$ cat src/rtl/hv_step_timer.sv
module hv_step_timer #(
  parameter int HW    = 12,
  parameter int VW    = 9,
  parameter int DW    = 12,
  parameter int PW    = 9,
  parameter int DOT   = 4,
  parameter int LIN_H = 2048,
  parameter int LIN_V = 512
) (
  input  logic          clk,
  input  logic          rst_n,
  input  logic          upd,
  input  logic [DW-1:0] delta,
  input  logic          mode_lin,
  input  logic          h_en,
  input  logic          v_en,
  input  logic [PW-1:0] h_target,
  input  logic [VW-1:0] v_target,
  input  logic [HW-1:0] line_len,
  input  logic [VW-1:0] line_cnt,
  output logic [HW-1:0] h_count,
  output logic [VW-1:0] v_count,
  output logic          evt
);
  localparam int AW = HW + 2;
  localparam int VX = VW + 1;

  logic [HW-1:0] h_q;
  logic [VW-1:0] v_q;
  logic          last_q;
  logic          evt_q;

  logic [AW-1:0]        h_sum, h_lim, h_nxt;
  logic signed [AW-1:0] prev_adj, tgt;
  logic [VX-1:0]        v_lim, v_inc;
  logic [VW-1:0]        v_nxt;
  logic                 wrap, h_hit, v_hit, cond;

  assign h_sum = AW'(h_q) + AW'(delta);
  assign h_lim = mode_lin ? AW'(LIN_H) : AW'(line_len);
  assign wrap  = h_sum >= h_lim;
  assign h_nxt = wrap ? h_sum - h_lim : h_sum;
  assign prev_adj = wrap ? $signed(AW'(h_q)) - $signed(h_lim) : $signed(AW'(h_q));
  assign tgt   = $signed(AW'(h_target) * AW'(DOT));

  assign v_lim = mode_lin ? VX'(LIN_V) : VX'(line_cnt);
  assign v_inc = VX'(v_q) + VX'(1);
  assign v_nxt = !wrap ? v_q : (v_inc >= v_lim) ? '0 : v_inc[VW-1:0];

  assign h_hit = (prev_adj < tgt) && ($signed(h_nxt) >= tgt);
  assign v_hit = v_nxt == v_target;
  assign cond  = (h_en || v_en) && (!h_en || h_hit) && (!v_en || v_hit);

  always_ff @(posedge clk or negedge rst_n) begin
    if (!rst_n) begin
      h_q    <= '0;
      v_q    <= '0;
      last_q <= 1'b0;
      evt_q  <= 1'b0;
    end else begin
      evt_q <= 1'b0;
      if (upd) begin
        h_q    <= h_nxt[HW-1:0];
        v_q    <= v_nxt;
        last_q <= cond;
        evt_q  <= cond && !last_q;
      end
    end
  end

  assign h_count = h_q;
  assign v_count = v_q;
  assign evt     = evt_q;
endmodule

$ cat config.mk
export PLATFORM = sky130hd
export DESIGN_NAME = hv_step_timer
export DESIGN_NICKNAME = d
export VERILOG_FILES = /design/src/rtl/hv_step_timer.sv
export SDC_FILE = /design/constraint.sdc
export NUM_CORES = 1
export LEC_CHECK = 0
export BUFFER_PORTS_ARGS = -buffer_cell sky130_fd_sc_hd__buf_4
export CORE_MARGIN = 5
export CORE_UTILIZATION = 50
export CTS_CLUSTER_SIZE = 40
export DETAILED_ROUTE_END_ITERATION = 6
export GPL_TIMING_DRIVEN = 0
export PLACE_DENSITY = 0.73
export SYNTH_ARGS = -nofsm -noshare
export SYNTH_HDL_FRONTEND = slang
export SYNTH_SLANG_ARGS = --single-unit
export TNS_END_PERCENT = 1
$ cat constraint.sdc
create_clock -name clk -period 8.8 [get_ports clk]
set_input_delay 2.64 -clock clk [delete_from_list [all_inputs] [get_ports clk]]
set_output_delay 2.64 -clock clk [all_outputs]
set_load 0.05 [all_outputs]
* Word-level counts from Yosys, hierarchy flattened
Cells that the tools add are included.
** Storage, ports and cells
- Output and inout port bits :: 22
- Bits of input ports :: 57
- Register bits :: 23
** Operators by class
- Reduce and logical (&&, ||, !) cells :: 10
- Add/sub/neg operators :: 4
- Mux-type cells :: 7
- Order comparisons :: 4
- Equal/unequal tests :: 1
** Operators with widths (count)
- $mux W14 :: 2
- $mux W9 :: 2
- $ge A14 B12 Y1 :: 1
- $lt A14 B12 Y1 :: 1
- $sub A13 B12 Y14 :: 1
- $add A12 B12 Y13 :: 1
- $ge A13 B12 Y1 :: 1
- $sub A12 B12 Y13 :: 1
- $mux W12 :: 1
- $add A9 B1 Y10 const B :: 1
- $ge A10 B10 Y1 :: 1
- $mux W10 :: 1
- $eq A9 B9 Y1 :: 1
- $logic_and A1 B1 Y1 :: 4
- $logic_not A1 Y1 :: 3
- $logic_or A1 B1 Y1 :: 3
- $mux W1 :: 1

* Longest topological paths before layout
- Depth in word-level cells :: 10
- Gate-level depth with buffers :: 30
- Mapped depth without buffers :: 27

* Worst setup path after synthesis
OpenSTA, ideal clock, no wires.
- Kind :: input to register
- Start :: input port delta[0]
- End :: register last_q
- Buffers on the path :: 3
- Library setup time :: 0.087 ns
- Stages on the path :: 29
- Arrival time :: 8.363 ns
- Path slack :: 0.351 ns
- Path through :: ha_1 fa_1 a211o_1 a2111oi_2 nor2_1 o21ai_0 nand2b_1 a21oi_1 xnor2_1 ha_1 nand4_1 o31a_1 o21a_1 clkbuf_1 nand2_1 clkbuf_1 clkbuf_1 nor2_1 a21oi_1 ha_1 a21o_1 a21o_1 a21o_1 a21oi_1 o31ai_1 a311oi_1 a211oi_1 or3_1 o211ai_1
** On the way
- Longest elaborated chain between the ends :: 8
** RTL lines
- start, declared :: line 13 : input logic [DW-1:0] delta,
- $add A12 B12 Y13 (*) :: line 39 : assign h_sum = AW'(h_q) + AW'(delta);
- $sub A13 B12 Y14 or $ge A13 B12 Y1 (tied branches) :: line 42, 41
- $mux W14, on equally long branches :: line 42, 43
- $ge A14 B12 Y1 or $lt A14 B12 Y1 (tied branches) :: line 50 : assign h_hit = (prev_adj < tgt) && ($signed(h_nxt) >= tgt);
- $logic_and A1 B1 Y1 :: line 50
- $logic_or A1 B1 Y1 :: line 52 : assign cond = (h_en || v_en) && (!h_en || h_hit) && (!v_en || v_hit);
- $logic_and A1 B1 Y1 :: line 52
- $logic_and A1 B1 Y1 (*) :: line 52
- end signal, assigned :: line 65 : last_q <= cond;
- end, declared :: line 30 : logic last_q;
Every way passes the cells marked *; elsewhere a longest branch is shown, timed or not.
A chain may end at the register's enable or synchronous reset.

* Final worst setup path
Ends and elaborated chain as after synthesis.

==> impl_metrics.csv <==
group,metric,value,unit
sta,tightest_slew,0.7121,ns
min_path,hold_class,"reg2reg",
place,gp_congestion,0.8877,
yosys,syn_nets,642,
setup_path,reg2reg_from,"h_count[0]",
grt,grt_max_degree,24,
place,place_hpwl,9582,um
floorplanning,start_util,51.26,%
sta,slew_headroom,52.35,%
floorplanning,die_w,99.01,um
min_path,holdPathStages,1,
route,dr.pass1.iters,7,
sta,slew_viol_final,0,
grt,grt_use_total,23.25,%
sta,timing.final.crit_share,96.23,%
yosys,yosysWarnings,0,
cts,clkTransAtPathRegs,0.11,ns
floorplanning,core,7727,um2
yosys,synth_area_leaders,"ha_1, dfrtp_1, nand2_1",
setup_path,r2r-end,"last_q",
cts,clockRootBuffer,"clkbuf_8",
run_status,violations,"DRC",
place,io_buffer_count,78,
place,dp.cells,700,
layout,area_growth,20.40,%
yosys,async_reset_ff_share,100.0,%
yosys,netlist_area,3961,um2
min_path,worstHoldEndpoint,"evt",
setup_path,worstPathRequired,9.00,ns
setup_path,crit_top_cell,"ha_1",
sta,final-hold-violation-count,0,
sta,fin_crit,8.469,ns
yosys,synth_area_per_cell,7.618,um2
cts,clockBufferDepth,2,
setup_path,rrSetupSlack,2.35,ns
route,wl_per_cell,16.60,um
route,final_antenna_net_count,0,
route,viasPerCell,6.016,
layout,layout.nets,724,
cts,cts.sinks,23,
setup_path,worst_setup_path_end_kind,"register",
route,wirelength,11670,um
floorplanning,rows,32,
setup_path,path_class,"in2reg",
setup_path,critPathArrivalTime,8.67,ns
grt,grt_pass1_wl,18840,um
yosys,synth_cells,520,
floorplanning,pin_count,79,
yosys,synth_cell_types,58,
yosys,dominantRegCellSynth,"dfrtp_1",
sta,setup_viol,0,
place,post_dp_cell_area,4674,um2
min_path,hp-start,"last_q",
floorplanning,die_h,99.01,um
cts,clk_latency,0.29,ns
route,first_iter_violations,193,
layout,drive_gt1_share,17.97,%
cts,cts_tree,"built",
layout,layout.cells.non_filler,703,
yosys,yosysTopAreaCell,"ha_1",
yosys,synth-seq-cells,23,
route,drcViolationCount,3,
yosys,ys_seq_area_share,14.53,%
setup_path,critical-path-max-stage-delay,0.43,ns
floorplanning,die_area,9803,um2
run,cap_violations,0,
layout,fin_area,4770,um2
sta,fmax,0.1181,GHz
grt,grt_pass1_vias,4045,
layout,antenna_cells,0,
grt,antenna_found_initial,0,
yosys,synth_edf_count,0,
setup_path,path_max_fanout,10,
setup_path,reg2reg_depth,26,
setup_path,cp_slowest_cell,"or4_4",
cts,cts_buffers,3,
sta,skew,0.002551,ns
cts,htreeDepth,1,
yosys,synth_top_area_share,19.90,%
grt,grt_overflow,0,
route,vias,4229,
setup_path,start_kind,"primary input",
cts,holdBufCountCts,0,
run_status,status,"finished, violations left",
-- synth_stat cells (7+ instances only) --
library cell  number
a211oi_1           9
a21o_1            14
a21oi_1           40
clkbuf_1          15
dfrtp_1           23
ha_1              63
inv_1             22
mux2_2             9
nand2_1           56
nand2b_1          14
nand3_1           12
nand4_1            8
nor2_1            41
nor2b_1           10
nor3_1            11
o21a_1            10
o21ai_0           38
o31ai_1            7
xnor2_1           20
xor2_1            10
-- routing by layer --
layer  track usage [%]  routed length [um]
met5                 0                   0
met4             6.092                 177
met3             3.043                 717
met2             41.22                5593
met1             29.54                5185
-- per-stage QoR --
stage	setup TNS (ns)	hold slack [ns]	setup WS [ns]	utilization, %
floorplan	0	0.4595	0.3508	-
global placement	-1.663	0.4865	-0.8322	60.49
detailed placement	-1.951	0.4824	-0.9868	60.49
CTS	0	0.5038	0.05172	61.22
global route	-0.007540	0.5231	-0.007540	61.72
finish	0	0.5115	0.3315	61.72
-- registers in the layout, summed over array words and instances, names as in the netlist --
| register | count |
|---|---|
| v_count | 9 |
| last_q | 1 |
| h_count | 12 |
| evt | 1 |
-- worst max path at each step --
| stage | start | to | slack [ns] | cells past startpoint |
|---|---|---|---|---|
| 2_1_floorplan | delta[0] | last_q | 0.35 | 29 |
| 3_3_place_gp | delta[0] | evt | -0.83 | 30 |
| 3_5_place_dp | delta[0] | last_q | -0.99 | 30 |
| 4_1_cts | delta[0] | last_q | 0.05 | 28 |
| 5_1_grt | delta[0] | last_q | -0.008 | 27 |
| 6_report | delta[0] | last_q | 0.33 | 27 |
-- cell families (layout without fill, tap and decap cells) --
kind of cell | count (synthesis) | count (layout) | share of synthesized area, %
AOI/OAI and AO/OA | 174 | 174 | 29.06
DFF | 23 | 23 | 14.53
buffers and inverters | 40 | 121 | 3.790
and+or+nand+nor | 175 | 175 | 21.19
xor gates and xnor gates | 31 | 31 | 7.201
muxes | 12 | 12 | 3.317
adders and majority gates | 65 | 65 | 20.91
-- layout by cell type, fill, tap and decap left out, types with 6 or more instances in the layout --
cell type,netlist,layout
a31oi_1,6,6
nor3_1,11,11
o21ai_0,38,38
xnor2_1,20,20
ha_1,63,63
a211oi_1,9,9
o31ai_1,7,6
a32oi_1,6,6
mux2_2,9,9
o21a_1,10,9
nand2b_1,14,14
buf_4,0,80
xor2_1,10,10
inv_1,22,22
nand3_1,12,12
dfrtp_1,23,23
nand2_1,56,55
a21oi_1,40,40
nand4_1,8,8
clkbuf_1,15,11
nor2_1,41,39
a21o_1,14,14
nor2b_1,10,10
-- area by class of cell --
class	instances	area (um2)
Tap cell	102	127.6
Inverter	23	86.33
Multi-Input combinational cell	457	3273
Buffer	14	60.06
Fill cell	744	2958
Clock buffer	3	41.29
Timing Repair Buffer	80	600.6
Clock inverter	1	5.005
Sequential cell	23	575.6
-- timing repair --
action | 4_1_cts | 5_1_grt
pin swaps | 0 | 3
buffers inserted | 0 | 2
endpoints found under the setup margin | 2 | 2
resized for setup | 7 | 9
-- worst max-delay path, delay by kind of cell --
family	cells	cell delay, ns
and+or+nand+nor	8	1.51
xor gates and xnor gates	1	0.10
AOI/OAI and AO/OA	11	2.64
adders and majority gates	4	1.26
buffers and inverters	3	0.54
Power is not shown: default switching activity piles up to over one toggle a cycle in this logic, so the estimate is an artifact.
